## config.mk

```make
export PLATFORM = sky130hd
export DESIGN_NAME = bus_wait_seq
export DESIGN_NICKNAME = d
export VERILOG_FILES = /design/src/rtl/bws_pkg.sv /design/src/rtl/bws_rdy_sync.sv /design/src/rtl/bws_wait_cnt.sv /design/src/rtl/bws_ready_qual.sv /design/src/rtl/bws_fsm.sv /design/src/rtl/bus_wait_seq.sv
export SDC_FILE = /design/constraint.sdc
export NUM_CORES = 1
export LEC_CHECK = 0
export BUFFER_PORTS_ARGS = -buffer_cell sky130_fd_sc_hd__clkbuf_2
export CAP_MARGIN = 0
export CORE_MARGIN = 8
export CORE_UTILIZATION = 30
export CTS_CLUSTER_DIAMETER = 200
export DETAILED_ROUTE_END_ITERATION = 6
export PLACE_DENSITY = 0.5
export SYNTH_ARGS = -nofsm -noshare
export SYNTH_HDL_FRONTEND = slang
export SYNTH_HIERARCHICAL = 1
export SYNTH_SLANG_ARGS = --single-unit
export TNS_END_PERCENT = 50
```

## constraint.sdc

```tcl
create_clock -name clk -period 3.9 [get_ports clk]
set_clock_uncertainty 0.05 [all_clocks]
set_input_delay 0.39 -clock clk [delete_from_list [all_inputs] [get_ports clk]]
set_output_delay 0.39 -clock clk [all_outputs]
set_load 0.1 [all_outputs]
```

## src/rtl/bws_pkg.sv

```systemverilog
package bws_pkg;

  typedef enum logic [2:0] {
    TS_IDLE = 3'd0,
    TS_T1   = 3'd1,
    TS_T2   = 3'd2,
    TS_T3   = 3'd3,
    TS_T4   = 3'd4
  } tstate_e;

  localparam int TSTATE_W = 3;

endpackage

```

## src/rtl/bws_rdy_sync.sv

```systemverilog
module bws_rdy_sync #(
  parameter int STAGES = 2
) (
  input  logic clk,
  input  logic rst,
  input  logic async_in,
  output logic sync_out
);

  localparam int LAST = STAGES - 1;

  logic [LAST:0] chain;

  generate
    if (STAGES == 1) begin : g_single
      always_ff @(posedge clk) begin
        if (rst) chain <= '0;
        else     chain <= async_in;
      end
    end else begin : g_multi
      always_ff @(posedge clk) begin
        if (rst) chain <= '0;
        else     chain <= {chain[LAST-1:0], async_in};
      end
    end
  endgenerate

  assign sync_out = chain[LAST];

endmodule

```

## src/rtl/bws_wait_cnt.sv

```systemverilog
module bws_wait_cnt #(
  parameter int WAIT_W = 4
) (
  input  logic              clk,
  input  logic              rst,
  input  logic              load,
  input  logic [WAIT_W-1:0] load_val,
  input  logic              dec_en,
  output logic              expired
);

  localparam logic [WAIT_W-1:0] ZERO = '0;
  localparam logic [WAIT_W-1:0] ONE  = {{(WAIT_W-1){1'b0}}, 1'b1};

  logic [WAIT_W-1:0] remain;

  always_ff @(posedge clk) begin
    if (rst) begin
      remain <= ZERO;
    end else if (load) begin
      remain <= load_val;
    end else if (dec_en && (remain != ZERO)) begin
      remain <= remain - ONE;
    end
  end

  assign expired = (remain == ZERO);

  AST_CNT_NO_WRAP: assert property (@(posedge clk) disable iff (rst)
    (dec_en && !load && remain == ZERO) |=> (remain == ZERO));

  AST_CNT_STEP: assert property (@(posedge clk) disable iff (rst)
    (dec_en && !load && remain != ZERO) |=> (remain == $past(remain) - ONE));

  AST_CNT_LOAD: assert property (@(posedge clk) disable iff (rst)
    load |=> (remain == $past(load_val)));

endmodule

```

## src/rtl/bws_ready_qual.sv

```systemverilog
module bws_ready_qual (
  input  logic clk,
  input  logic rst,
  input  logic capture,
  input  logic en_in,
  input  logic mode_in,
  input  logic sync_rdy,
  input  logic watch,
  output logic rdy_used,
  output logic rdy_ok
);

  logic en_q;
  logic mode_q;
  logic seen_q;

  always_ff @(posedge clk) begin
    if (rst) begin
      en_q   <= 1'b0;
      mode_q <= 1'b1;
      seen_q <= 1'b0;
    end else if (capture) begin
      en_q   <= en_in;
      mode_q <= mode_in;
      seen_q <= 1'b0;
    end else if (watch && sync_rdy) begin
      seen_q <= 1'b1;
    end
  end

  always_comb begin
    if (!en_q)       rdy_ok = 1'b1;
    else if (mode_q) rdy_ok = sync_rdy;
    else             rdy_ok = seen_q | sync_rdy;
  end

  assign rdy_used = en_q;

  AST_SEEN_STICKY: assert property (@(posedge clk) disable iff (rst)
    (seen_q && !capture) |=> seen_q);

  AST_SEEN_CLEARED: assert property (@(posedge clk) disable iff (rst)
    capture |=> !seen_q);

endmodule

```

## src/rtl/bws_fsm.sv

```systemverilog
module bws_fsm
  import bws_pkg::*;
(
  input  logic    clk,
  input  logic    rst,
  input  logic    req,
  input  logic    cnt_expired,
  input  logic    rdy_ok,
  output tstate_e state,
  output logic    accept,
  output logic    in_t3,
  output logic    watch,
  output logic    addr_stb,
  output logic    data_stb,
  output logic    done
);

  tstate_e nxt;

  always_comb begin
    nxt = state;
    unique case (state)
      TS_IDLE: if (req) nxt = TS_T1;
      TS_T1:   nxt = TS_T2;
      TS_T2:   nxt = TS_T3;
      TS_T3:   if (cnt_expired && rdy_ok) nxt = TS_T4;
      TS_T4:   nxt = req ? TS_T1 : TS_IDLE;
      default: nxt = TS_IDLE;
    endcase
  end

  always_ff @(posedge clk) begin
    if (rst) begin
      state    <= TS_IDLE;
      addr_stb <= 1'b0;
      data_stb <= 1'b0;
      done     <= 1'b0;
    end else begin
      state    <= nxt;
      addr_stb <= (nxt == TS_T1);
      data_stb <= (nxt == TS_T2) || (nxt == TS_T3) || (nxt == TS_T4);
      done     <= (nxt == TS_T4);
    end
  end

  assign accept = req && ((state == TS_IDLE) || (state == TS_T4));
  assign in_t3  = (state == TS_T3);
  assign watch  = (state == TS_T2) || (state == TS_T3);

  AST_IDLE_TO_T1: assert property (@(posedge clk) disable iff (rst)
    (state == TS_IDLE && req) |=> (state == TS_T1));

  AST_T1_TO_T2: assert property (@(posedge clk) disable iff (rst)
    (state == TS_T1) |=> (state == TS_T2));

  AST_T2_TO_T3: assert property (@(posedge clk) disable iff (rst)
    (state == TS_T2) |=> (state == TS_T3));

  AST_T3_HOLDS: assert property (@(posedge clk) disable iff (rst)
    (state == TS_T3 && !cnt_expired) |=> (state == TS_T3));

  AST_T4_ONE_CLK: assert property (@(posedge clk) disable iff (rst)
    (state == TS_T4) |=> (state != TS_T4));

  AST_NO_MIDCYCLE_ACCEPT: assert property (@(posedge clk) disable iff (rst)
    (state == TS_T1 || state == TS_T2) |=> (state != TS_T1));

  AST_ADDR_IN_T1: assert property (@(posedge clk) disable iff (rst)
    addr_stb |-> (state == TS_T1));

  AST_DONE_IN_T4: assert property (@(posedge clk) disable iff (rst)
    done |-> (state == TS_T4));

  AST_DONE_PULSE: assert property (@(posedge clk) disable iff (rst)
    $rose(done) |=> $fell(done));

endmodule

```

## src/rtl/bus_wait_seq.sv

```systemverilog
module bus_wait_seq
  import bws_pkg::*;
#(
  parameter int WAIT_W      = 4,
  parameter int SYNC_STAGES = 2
) (
  input  logic              clk,
  input  logic              rst,
  input  logic              cyc_req,
  input  logic [WAIT_W-1:0] wait_cnt,
  input  logic              rdy_en,
  input  logic              rdy_mode,
  input  logic              rdy_line,
  output logic [TSTATE_W-1:0] t_state,
  output logic              addr_stb,
  output logic              data_stb,
  output logic              cyc_done
);

  tstate_e state;
  logic    accept;
  logic    in_t3;
  logic    watch;
  logic    cnt_expired;
  logic    rdy_sync;
  logic    rdy_ok;
  logic    rdy_used;

  bws_rdy_sync #(.STAGES(SYNC_STAGES)) u_sync (
    .clk      (clk),
    .rst      (rst),
    .async_in (rdy_line),
    .sync_out (rdy_sync)
  );

  bws_wait_cnt #(.WAIT_W(WAIT_W)) u_cnt (
    .clk      (clk),
    .rst      (rst),
    .load     (accept),
    .load_val (wait_cnt),
    .dec_en   (in_t3),
    .expired  (cnt_expired)
  );

  bws_ready_qual u_qual (
    .clk      (clk),
    .rst      (rst),
    .capture  (accept),
    .en_in    (rdy_en),
    .mode_in  (rdy_mode),
    .sync_rdy (rdy_sync),
    .watch    (watch),
    .rdy_used (rdy_used),
    .rdy_ok   (rdy_ok)
  );

  bws_fsm u_fsm (
    .clk         (clk),
    .rst         (rst),
    .req         (cyc_req),
    .cnt_expired (cnt_expired),
    .rdy_ok      (rdy_ok),
    .state       (state),
    .accept      (accept),
    .in_t3       (in_t3),
    .watch       (watch),
    .addr_stb    (addr_stb),
    .data_stb    (data_stb),
    .done        (cyc_done)
  );

  assign t_state = state;

  AST_NO_EXT_WAIT: assert property (@(posedge clk) disable iff (rst)
    (state == TS_T3 && cnt_expired && !rdy_used) |=> (state == TS_T4));

  AST_WAIT_FOR_READY: assert property (@(posedge clk) disable iff (rst)
    (state == TS_T3 && !rdy_ok) |=> (state == TS_T3));

  AST_DATA_PHASE: assert property (@(posedge clk) disable iff (rst)
    data_stb |-> (state == TS_T2 || state == TS_T3 || state == TS_T4));

endmodule

```

Word-level counts from Yosys, hierarchy flattened
Cells that the tools add are included.
{"block": "classes", "n_addsub": 1, "multipliers": 0, "div_mod_pow": 0, "magnitude_cmp": 0, "n_eq_ne": 8, "shift": 0, "muxes": 8, "bitwise_logic": 1, "n_reduce_logical": 13}
{"operator": "one-hot mux 3 bit (5 select lines)", "n": 1}
{"operator": "equality test 3 x 2 -> 1 bit, second input constant", "n": 4}
{"operator": "two-way mux 4 bit", "n": 2}
{"operator": "equality test 3 x 1 -> 1 bit, second input constant", "n": 2}
{"operator": "equality test 3 bit, second input constant", "n": 2}
{"operator": "two-way mux 3 bit", "n": 2}
{"operator": "logical AND 1 bit", "n": 4}
{"operator": "zero test 4 bit", "n": 1}
{"operator": "logical OR 1 bit", "n": 4}
{"operator": "nonzero test 4 bit", "n": 1}
{"operator": "subtractor 4 x 1 -> 4 bit, second input constant", "n": 1}
{"operator": "zero test 3 bit", "n": 1}
{"operator": "two-way mux 1 bit", "n": 3}
{"operator": "nonzero test 2 bit", "n": 1}
{"operator": "OR reduction 2 bit", "n": 1}
{"operator": "bitwise OR 1 bit", "n": 1}
{"block": "totals", "register_bits": 15, "latch_bits": 0, "ramBits": 0, "mem_bits_ro": 0, "input_bits": 10, "output_inout_bits": 6, "wordCells": 40, "memories": 0}

Longest topological paths before layout
Gate-level depths: netlist of the first run.
{"block": "logic_depth", "ltp_word": 9, "depth_mapped": 6, "ltp_nobuf": 6}

Modules after synthesis
Netlist of the first run, hierarchy kept.
{"module": "bws_wait_cnt", "instances": 1, "cells_each": 29, "area_each_um2": 262.8, "seq_area_each_um2": 80.1}
{"module": "bws_fsm", "instances": 1, "cells_each": 19, "area_each_um2": 206.4, "seq_area_each_um2": 120.1}
{"module": "bws_ready_qual", "instances": 1, "cells_each": 11, "area_each_um2": 112.6, "seq_area_each_um2": 60.1}
{"module": "bws_rdy_sync", "instances": 1, "cells_each": 4, "area_each_um2": 52.6, "seq_area_each_um2": 40.0}

Least setup slack after synthesis of the first run
OpenSTA, ideal clock, no wires.
{"block": "synth_timing", "path_type": "flip-flop to flip-flop", "from": "register u_fsm.state[1]", "to": "register u_cnt.remain[3]", "setup_ns": 0.126, "t_arrival_ns": 2.039, "required_ns": 3.724, "slack_ns": 1.685, "path_stages_with_launch": 6, "n_path_buf": 0, "synth_period_minus_slack_ns": 2.215, "path_cell_list": "dfxtp_1 > nor2b_1 > and2_1 > nor4b_2 > mux2i_1 > a211oi_1"}
{"block": "synth_between", "elab_cells_between_ends": 8, "cone_classes": "eq/ne: 2; mux: 1; reduce/logical: 5"}
{"element": "start, declared", "line_no": "bws_fsm.sv:9", "source": "output tstate_e state,"}
{"element": "start signal, assigned", "line_no": "bws_fsm.sv:39", "source": "state <= nxt;"}
{"element": "equality test 3 x 2 -> 1 bit", "line_no": "bws_fsm.sv:47", "source": "assign in_t3 = (state == TS_T3);"}
{"element": "net in_t3", "line_no": "bus_wait_seq.sv:22", "source": "logic in_t3;"}
{"element": "logical AND 1 bit", "line_no": "bws_wait_cnt.sv:22", "source": "end else if (dec_en && (remain != ZERO)) begin"}
{"element": "nonzero test 2 bit (no source line)"}
{"element": "end signal, assigned", "line_no": "bws_wait_cnt.sv:21", "source": "remain <= load_val;"}
{"element": "end signal, assigned", "line_no": "bws_wait_cnt.sv:23", "source": "remain <= remain - ONE;"}
{"element": "end, declared", "line_no": "bws_wait_cnt.sv:15", "source": "logic [WAIT_W-1:0] remain;"}
The timed path passes the listed nets, and every way through them passes these cells.
A chain may end at the register's enable or synchronous reset.

Worst setup path in the final report of the first run
{"block": "layout_timing", "from": "register u_cnt.remain[1]", "to": "register u_cnt.remain[1]"}
{"block": "layout_between", "elab_chain_cells": 3, "elab_cells_between_ends": 6, "cone_classes": "add/sub: 1; mux: 2; reduce/logical: 3"}
{"element": "subtractor 4 x 1 -> 4 bit / nonzero test 4 bit (equally long branches)", "line_no": "bws_wait_cnt.sv:23, bws_wait_cnt.sv:22"}
{"element": "two-way mux 4 bit / logical AND 1 bit (equally long branches)", "line_no": "bws_wait_cnt.sv:22"}
{"element": "two-way mux 4 bit / nonzero test 2 bit (equally long branches)"}
Several ways; a longest one is shown, not always the timed one. The select of a mux whose other input is x is not followed.

==> qor.yml, run 1 <==
switching_share: 0.373
cts_resized: 0
viasPerCell: 4.63
cts_setup_buffers: 0
cpPeakStageDelay_ps: 440
cts_tree: "done"
ys_types: 27
grt_usage: 0.0763
fillCellCount: 219
crit_type: "register to register"
p_per_area_nw_per_um2: 503
port_buffers: 15
drtAntennaViolNets: 0
holdCritStartpoint: "rdy_mode"
end_kind: "register"
cpMaxStageDelayCell: "or3b_4"
max_cap_violations: 0
num_io_pins: 16
p_total_mw: 0.387
num_vias: 505
p_clk_frac: 0.223
ys_seq_elements: 15
multiInputGateArea_um2: 319
grt_pass1_wl_um: 2160
arrival_ps: 1880
clk_latency_ps: 270
synth.yosys.seq_area_share: 0.473
internal_power_mw: 0.243
fmax_ghz: 0.585
slew_viol_final: 0
worst_pin_slew_ps: 549
clkSinkCount: 15
synth_area_leader_cell: "dfxtp_1"
start_util: 0.320
status: "complete, no violations"
postSynthCellCount: 63
die_area_um2: 3840
rows: 16
ctsRootBufferMaster: "clkbuf_4"
grt_max_degree: 16
area.growth.synth_to_final_pct: 21.3
gp_congestion: 0.770
layout-drive-gt1-share: 0.268
cts_buffer_depth: 2
cp_data_required_time_ps: 4070
final_nets: 94
power.leakage_nw: 0.306
reg2reg_from: "u_cnt/remain[1]"
drtIter0Drc: 2
dp_hpwl_um: 982
start_kind: "register"
hold_violations: 0
die_x_um: 62.0
yosysTopAreaCellShare: 0.473
numCtsBuffers: 3
crit_start: "u_cnt/remain[1]"
rsz0062_at_grt: "false"
routed_wl_um: 1310
crit_family: "compound AO/OA/AOI/OAI gates"
h-tree-depth: 1
path_buf_inv: 1
overflow: 0
cts.clk_slew.worst_paths_ps: 80
coreArea_um2: 1980
register_area_um2: 300
pwr-share-comb: 0.310
wl_per_cell_um: 12.0
crit_chain: "inv_1, ha_1, or3b_4, a2111oi_4, a311o_1"
antenna_cells: 0
setup_tns_ps: 0
syn_area_per_cell_um2: 10.1
antenna_found_initial: 0
min_path_type: "primary input to register"
cts-hold-fix-buffers: 0
period_minus_slack_ps: 1710
power_frac_seq: 0.466
synth_area_um2: 634
synth.area.top_cells: "dfxtp_1, nor2_1, a2111oi_4, nor2b_1, mux2i_1"
irDropWorstVdd_v: 0.000175
die_h_um: 62.0
setup_viol: 0
cp_max_fo: 5
fin_util: 0.388
p_sw_mw: 0.144
yosys_warnings: 6
first_pass_iters: 4
syn_nets: 74
drc_errors: 0
fin_crit_sh: 0.438
maxSlewHeadroom: 0.636
grt_pass1_vias: 488
==> sequential cells by signal, indices dropped and copies added (netlist names) <==
register and flops:
u_cnt/remain 4, u_fsm/state 3, u_sync/chain 2, u_fsm/addr_stb 1, u_fsm/data_stb 1, u_fsm/done 1, u_qual/mode_q 1, u_qual/rdy_used 1
u_qual/seen_q 1
==> path summary, 6_finish.rpt <==
path | end | slack, ps | depth (start not counted)
max | u_cnt/remain[1] | 2190 | 5
min | u_qual/mode_q | 260 | 2
max reg2reg | u_cnt/remain[1] | 2190 | 5
min reg2reg | u_sync/chain[1] | 400 | 1
==> logic make-up after synthesis <==
| kind of cell | share of synthesized area |
|---|---|
| AND/OR/NAND/NOR | 0.284 |
| flip-flops | 0.473 |
| AO/OA/AOI/OAI | 0.168 |
| buffers and inverters | 0.0237 |
| multiplexers | 0.0316 |
| adder cells (fa/ha/maj) | 0.0197 |
==> metal layers <==
layer	GRT usage	vias to the layer above	wire [µm]
met2	0.118	9	589
met3	0.0185	2	59
met1	0.0919	229	648
met4	0.0487	0	12
li1	-	265	-
met5	0	-	0
==> synthesized netlist by cell type <==
master and n:
or3b_1 1, nand2_1 3, mux2i_1 2, a21o_1 1, a2111oi_4 1, a311oi_1 2, and2_1 2, or3b_4 1
ha_1 1, nand3b_1 1, nand4b_1 1, nor2_1 9, nor2b_1 4, a211oi_1 1, o21bai_1 1, nor4b_1 1
dfxtp_1 15, a211o_1 1, inv_1 4, a2111oi_2 1, nand2b_1 1, a21oi_1 1, and3_1 1, a311o_1 1
nand3_1 2, nor4b_2 1, nor3_1 3
==> layout make-up <==
cell class / count / area share
timing repair buffer: 15 / 0.0976
multi-input combinational: 44 / 0.415
inverter: 4 / 0.0195
sequential: 15 / 0.390
tap: 27 / 0.0439
clock buffer: 4 / 0.0341
==> stage by stage <==
stage                     setup slack, ps  area [µm²]  instances  hold slack, ps
after global placement               2220         743        105             378
after floorplan                      1690         634         63             364
final                                2190         769        109             261
after CTS                            2180         769        109             249
after detailed placement             2210         743        105             379
after global routing                 2000         769        109             256
==> cells in the final DEF, fill, tap and decap left out <==
| master | n |
|---|---|
| a311o_1 | 1 |
| nor2b_1 | 4 |
| a211o_1 | 1 |
| and2_1 | 2 |
| nor3_1 | 3 |
| a2111oi_2 | 1 |
| and3_1 | 1 |
| a311oi_1 | 2 |
| clkbuf_2 | 15 |
| or3b_1 | 1 |
| inv_1 | 4 |
| dfxtp_1 | 15 |
| a211oi_1 | 1 |
| nand4b_1 | 1 |
| clkbuf_4 | 3 |
| a2111oi_4 | 1 |
| ha_1 | 1 |
| nor2_1 | 9 |
| nand3_1 | 2 |
| nand2b_1 | 1 |
| a21o_1 | 1 |
| or3b_4 | 1 |
| nor4b_2 | 1 |
| clkbuf_1 | 1 |
| nand3b_1 | 1 |
| o21bai_1 | 1 |
| nand2_1 | 3 |
| mux2i_1 | 2 |
| a21oi_1 | 1 |
| nor4b_1 | 1 |
==> power by group through the flow <==
stage	Clock, mW	Sequential (mW)	Combinational, mW
after floorplan	0	0.226	0.0539
after global placement	0	0.184	0.120
after detailed placement	0	0.184	0.121
after CTS	0.0923	0.181	0.121
after global routing	0.100	0.183	0.129
final	0.0864	0.180	0.120
Note: power is estimated with default switching activity, not from simulation.
==> run 2, diff against run 1 <==
--- a/config.mk
+++ b/config.mk
@@ -11,7 +11,7 @@
 export CORE_UTILIZATION = 30
 export CTS_CLUSTER_DIAMETER = 200
 export DETAILED_ROUTE_END_ITERATION = 6
-export PLACE_DENSITY = 0.5
+export PLACE_DENSITY = 0.52
 export SYNTH_ARGS = -nofsm -noshare
 export SYNTH_HDL_FRONTEND = slang
 export SYNTH_HIERARCHICAL = 1
==> constraint.sdc (replaced) <==
create_clock -name clk -period 1.5 [get_ports clk]
set_clock_uncertainty 0.05 [all_clocks]
set_input_delay 0.15 -clock clk [delete_from_list [all_inputs] [get_ports clk]]
set_output_delay 0.15 -clock clk [all_outputs]
set_load 0.1 [all_outputs]
==> run 2 against run 1 <==
  * The flow now finishes with violations (setup timing)
  * Sequential cell count stayed put
  * Final area is 18% higher
  * Clock power grew to 2.6 times the previous value
  * Critical endpoint is now u_cnt/remain[0]
==> qor.yml, run 2 (same netlist as run 1, synthesis figures left out) <==
path_buf_inv: 1  # unchanged
crit_type: "register to register"
cts.clk_slew.worst_paths_ps: 90  # about the same
cp-endpoint: "u_cnt/remain[0]"
power.leakage_nw: 0.358  # +17%
layout.cells.most_common_list: "clkbuf_2, dfxtp_1, nor2_1"
viasPerCell: 4.55  # -1.9%
largest_reg_flops: 4  # unchanged
hold_violations: 0  # unchanged
area.growth.synth_to_final_pct: 43.0
cp_data_required_time_ps: 1640  # -2430 ps
worst_slack_ps: -10.9  # -2200 ps
violations: "setup timing"
die_x_um: 62.0  # unchanged
h-tree-depth: 1  # unchanged
crit_family: "compound AO/OA/AOI/OAI gates"
max_cap_violations: 0  # unchanged
p_per_area_nw_per_um2: 1210  # +140%
min_path_type: "primary input to register"
period_minus_slack_ps: 1510  # -199 ps
setup_viol: 1  # +1
cpMaxStageDelayCell: "or3b_4"
num_vias: 532  # +5.3%
reg2reg_from: "u_cnt/remain[0]"
ctsRootBufferMaster: "clkbuf_4"
layout-drive-gt1-share: 0.489  # +0.221
dp_cells: 112  # +6.7%
r2r_slack_ps: -10  # -2200 ps
cts_setup_buffers: 0  # unchanged
maxSlewHeadroom: 0.639  # +0.00277
cpPeakStageDelay_ps: 410  # -30 ps
rows: 16  # unchanged
grt_max_degree: 16  # unchanged
antenna_cells: 0  # unchanged
start_util: 0.320  # unchanged
cts_tree: "done"
cp_max_fo: 5  # unchanged
start_kind: "register"
end_kind: "register"
irDropWorstVdd_v: 0.000769  # +340%
port_buffers: 15  # unchanged
arrival_ps: 1650  # -230 ps
wl_per_cell_um: 11.5  # -4.6%
fmax_ghz: 0.662  # +13%
drtIter0Drc: 7  # +5
reg_top3: "u_cnt/remain (4), u_fsm/state (3), u_sync/chain (2)"
clk_latency_ps: 280  # about the same
drtAntennaViolNets: 0  # unchanged
dp_slack_ps: -32.2  # -2240 ps
coreArea_um2: 1980  # unchanged
clkSinkCount: 15  # unchanged
largest_register: "u_cnt/remain"
crit_start: "u_cnt/remain[0]"
numCtsBuffers: 3  # unchanged
grt_pass1_wl_um: 2260  # +4.8%
die_h_um: 62.0  # unchanged
r2r-end: "u_cnt/remain[0]"
slew_viol_final: 0  # unchanged
first_pass_iters: 4  # unchanged
overflow: 0  # unchanged
gp_congestion: 0.783  # +1.8%
crit_chain: "inv_2, ha_4, or3b_4, a21o_1, a311oi_2"
num_io_pins: 16  # unchanged
die_area_um2: 3840  # unchanged
fin_crit_sh: 1.01  # +0.569
fin_cells: 117  # +7.3%
status: "finished with violations"
antenna_found_initial: 0  # unchanged
cts_buffer_depth: 2  # unchanged
routed_wl_um: 1340  # +2.4%
dp_hpwl_um: 988  # +0.62%
drc_errors: 0  # unchanged
grt_usage: 0.0796  # +0.00329
timing.critical_path.depth: 5  # unchanged
grt_pass1_vias: 528  # +8.2%
rr_worst_depth: 5  # unchanged
rsz0062_at_grt: "true"
final_nets: 102  # +8.5%
worst_pin_slew_ps: 544  # -4.17 ps
final_common_cell: "clkbuf_2"
-- run 2: where the power goes --
group | total [mW] | leakage, nW | switching (mW) | internal, mW
Clock | 0.223 | 0.0177 | 0.124 | 0.0988
Combinational | 0.401 | 0.214 | 0.248 | 0.152
Sequential | 0.472 | 0.126 | 0.0315 | 0.441
Total | 1.10 | 0.358 | 0.404 | 0.692
-- run 2: final cells by class --
class | instances | area [µm²]
clock buffers | 3 | 22.5
clock inverters | 1 | 5.00
fillers | 204 | 1070
inverters | 4 | 15.0
multi-input cells | 44 | 379
flip-flops and latches | 15 | 314
well taps | 27 | 33.8
repair buffers | 23 | 138
-- run 2: metal layers --
layer	global-route usage	routed length (µm)
met2	0.124	595
met1	0.0928	645
met5	0	0
met4	0.0195	15
met3	0.0432	85
-- run 2: worst min path at each step --
stage          startpoint              end  slack, ps  depth (start not counted)
6_report         rdy_line  u_sync/chain[0]         20                          2
3_5_place_dp     rdy_mode    u_qual/mode_q        310                          2
2_1_floorplan         rst  u_cnt/remain[0]        160                          1
3_3_place_gp     rdy_mode    u_qual/mode_q        300                          2
4_1_cts          rdy_mode    u_qual/mode_q        0.8                          2
5_1_grt          rdy_line  u_sync/chain[0]         30                          2
-- run 2: timing repair --
action	in CTS	in global routing
pin swaps	3	5
setup endpoints to repair	3	8
gates cloned	0	0
gates resized for setup	0	5
endpoints found under the hold margin	0	1
hold buffers	0	1
-- run 2: through the flow --
step	total power, mW	setup TNS (ps)	util	hold WS (ps)	area [µm²]
CTS	1.09	-42.9	0.439	0.790	870
global route	1.16	-234	0.458	25.9	907
global placement	0.858	-47.3	0.425	304	842
detailed placement	0.858	-58.4	0.425	307	842
finish	1.10	-10.9	0.458	24.1	907
floorplan	0.752	-113	-	165	681
==> run 3, diff against run 2 <==
--- a/config.mk
+++ b/config.mk
@@ -8,10 +8,10 @@
 export BUFFER_PORTS_ARGS = -buffer_cell sky130_fd_sc_hd__clkbuf_2
 export CAP_MARGIN = 0
 export CORE_MARGIN = 8
-export CORE_UTILIZATION = 30
+export CORE_UTILIZATION = 35
 export CTS_CLUSTER_DIAMETER = 200
 export DETAILED_ROUTE_END_ITERATION = 6
-export PLACE_DENSITY = 0.52
+export PLACE_DENSITY = 0.59
 export SYNTH_ARGS = -nofsm -noshare
 export SYNTH_HDL_FRONTEND = slang
 export SYNTH_HIERARCHICAL = 1
==> run 3 against run 2 <==
  * The flow still finishes with violations (setup timing)
  * Critical endpoint is now u_fsm/state[1]
  * Largest cell class unchanged
  * Non-clock buffer count increased by 5
  * Combinational power increased by 9.0%
  * Critical path type unchanged
  * Wire length increased by 1.3%
  * Highest routed layer unchanged
  * Sequential cell count unchanged
  * Hold slack got worse by 13 ps
  * Utilization increased by 9.8 points
  * Fmax increased by 0.70%
  * Total power increased by 4.0%
  * Largest power group unchanged
  * Via count increased by 3.8%
  * Sequential share of layout area decreased by 1.6 points
==> qor.yml, run 3 (same netlist as run 1, synthesis figures left out) <==
status: "finished with violations"
r2r-end: "u_fsm/state[1]"
num_io_pins: 16  # unchanged
hold_violations: 0  # unchanged
cp_max_fo: 5  # unchanged
die_area_um2: 3430  # -11%
drtAntennaViolNets: 0  # unchanged
first_pass_iters: 4  # unchanged
final_nets: 107  # +4.9%
power_frac_seq: 0.415  # -0.016
cp-endpoint: "u_fsm/state[1]"
port_buffers: 15  # unchanged
p_sw_mw: 0.422  # +4.4%
area.growth.synth_to_final_pct: 49.7
p_clk_frac: 0.201  # -0.003
max_cap_violations: 0  # unchanged
layout.cells.most_common_list: "clkbuf_2, buf_4, dfxtp_1"
rsz0062_at_grt: "true"
min_path_type: "primary input to register"
fin_cells: 120  # +2.6%
ctsRootBufferMaster: "clkbuf_4"
antenna_cells: 0  # unchanged
wl_per_cell_um: 11.3  # -1.2%
r2r_slack_ps: -0.4  # about the same
drtIter0Drc: 7  # unchanged
clk_latency_ps: 280  # about the same
rows: 15  # -1
grt_max_degree: 16  # unchanged
dp_slack_ps: -35.8  # -3.59 ps
maxSlewHeadroom: 0.639  # about the same
antenna_found_initial: 0  # unchanged
coreArea_um2: 1710  # -14%
cts_tree: "done"
worst_pin_slew_ps: 544  # -0.0973 ps
h-tree-depth: 1  # unchanged
cp_data_required_time_ps: 1630  # about the same
grt_pass1_wl_um: 2410  # +6.4%
arrival_ps: 1630  # -20 ps
numCtsBuffers: 3  # unchanged
drc_errors: 0  # unchanged
timing.critical_path.depth: 6  # +1
end_kind: "register"
path_common_cell: "inv_2"
viasPerCell: 4.60  # +1.2%
num_vias: 552  # +3.8%
start_util: 0.371  # +0.0514
setup_viol: 1  # unchanged
power.leakage_nw: 0.385  # +7.5%
path_buf_inv: 2  # +1
grt_usage: 0.0909  # +0.0113
cpMaxStageDelayCell: "dfxtp_2"
fmax_ghz: 0.667  # +0.70%
slew_viol_final: 0  # unchanged
crit_family: "simple AND/OR/NAND/NOR gates"
switching_share: 0.370  # +0.00147
largest_register: "u_cnt/remain"
rr_worst_depth: 6  # +1
violations: "setup timing"
fin_crit_sh: 1.00  # -0.00703
dp_hpwl_um: 998  # +1.0%
cpPeakStageDelay_ps: 340  # -70 ps
overflow: 0  # unchanged
cts.clk_slew.worst_paths_ps: 90  # about the same
worst_slack_ps: -0.353  # +10.6 ps
p_per_area_nw_per_um2: 1200  # -0.68%
gp_congestion: 0.702  # -10%
grt_pass1_vias: 574  # +8.7%
die_h_um: 58.6  # -5.5%
layout-drive-gt1-share: 0.558  # +0.0690
fillCellCount: 158  # -23%
holdCritStartpoint: "rdy_mode"
final_common_cell: "clkbuf_2"
cts_buffer_depth: 2  # unchanged
reg2reg_from: "u_cnt/remain[0]"
dp_cells: 110  # -1.8%
irDropWorstVdd_v: 0.000675  # -12%
die_x_um: 58.6  # -5.5%
crit_chain: "inv_2, ha_4, or3b_4, inv_2, and3_4, a2111oi_4"
internal_power_mw: 0.718  # +3.7%
routed_wl_um: 1360  # +1.3%
hold_ws_ps: 11.3  # -12.8 ps
clkSinkCount: 15  # unchanged
start_kind: "register"
reg_top3: "u_cnt/remain (4), u_fsm/state (3), u_sync/chain (2)"
crit_start: "u_cnt/remain[0]"
crit_type: "register to register"
period_minus_slack_ps: 1500  # -10.6 ps
pwr-share-comb: 0.384  # +0.018
largest_reg_flops: 4  # unchanged
-- run 3: changes by cell type in the layout (fill, tap and decap cells not counted) --
cell	delta
a211oi_2	+1
a211oi_1	-1
nand3_2	+1
inv_2	+1
dlygate4sd3_1	-1
nand3_1	-1
inv_1	-1
buf_4	+6
-- run 3: power by group through the flow --
stage | Clock (mW) | Sequential [mW] | Combinational (mW)
2_1_floorplan | 0 | 0.596 | 0.156
3_3_place_gp | 0 | 0.479 | 0.377
3_5_place_dp | 0 | 0.479 | 0.380
4_1_cts | 0.242 | 0.469 | 0.386
5_1_grt | 0.264 | 0.481 | 0.471
6_report | 0.229 | 0.473 | 0.437
-- run 3: worst min path at each step --
stage | end | slack [ps] | depth (start not counted)
5_1_grt | u_qual/mode_q | 6 | 2
2_1_floorplan | u_cnt/remain[0] | 160 | 1
6_report | u_qual/mode_q | 10 | 2
3_5_place_dp | u_qual/mode_q | 310 | 2
3_3_place_gp | u_qual/mode_q | 300 | 2
4_1_cts | u_qual/mode_q | 5 | 2
-- run 3: what timing repair did --
action	4_1_cts	5_1_grt
resized for setup	0	8
endpoints found under the setup margin	3	8
hold buffers	0	0
buffers inserted	1	5
pin swaps	6	4
-- run 3: per-stage QoR --
step / utilization / setup TNS [ps] / total power, mW / area, µm²
2_1_floorplan: - / -113 / 0.752 / 681
3_3_place_gp: 0.492 / -60.1 / 0.856 / 840
3_5_place_dp: 0.492 / -86.3 / 0.859 / 840
4_1_cts: 0.512 / -34.6 / 1.10 / 875
5_1_grt: 0.556 / -281 / 1.22 / 950
6_report: 0.556 / -0.353 / 1.14 / 950
-- run 3: routing by layer --
layer	track usage	vias to the layer above	routed length, µm
met4	0.0307	0	9
met1	0.0988	248	649
li1	-	290	-
met5	0	-	0
met3	0.0478	2	98
met2	0.148	12	602
-- run 3: area by class of cell --
cell class / count / area (µm²) / share of cell area
clock buffer: 3 / 22.5 / 0.0237
tap: 25 / 31.3 / 0.0329
multi-input combinational: 44 / 389 / 0.410
clock inverter: 1 / 5.00 / 0.00527
timing repair buffer: 28 / 173 / 0.182
inverter: 4 / 15.0 / 0.0158
sequential: 15 / 314 / 0.331
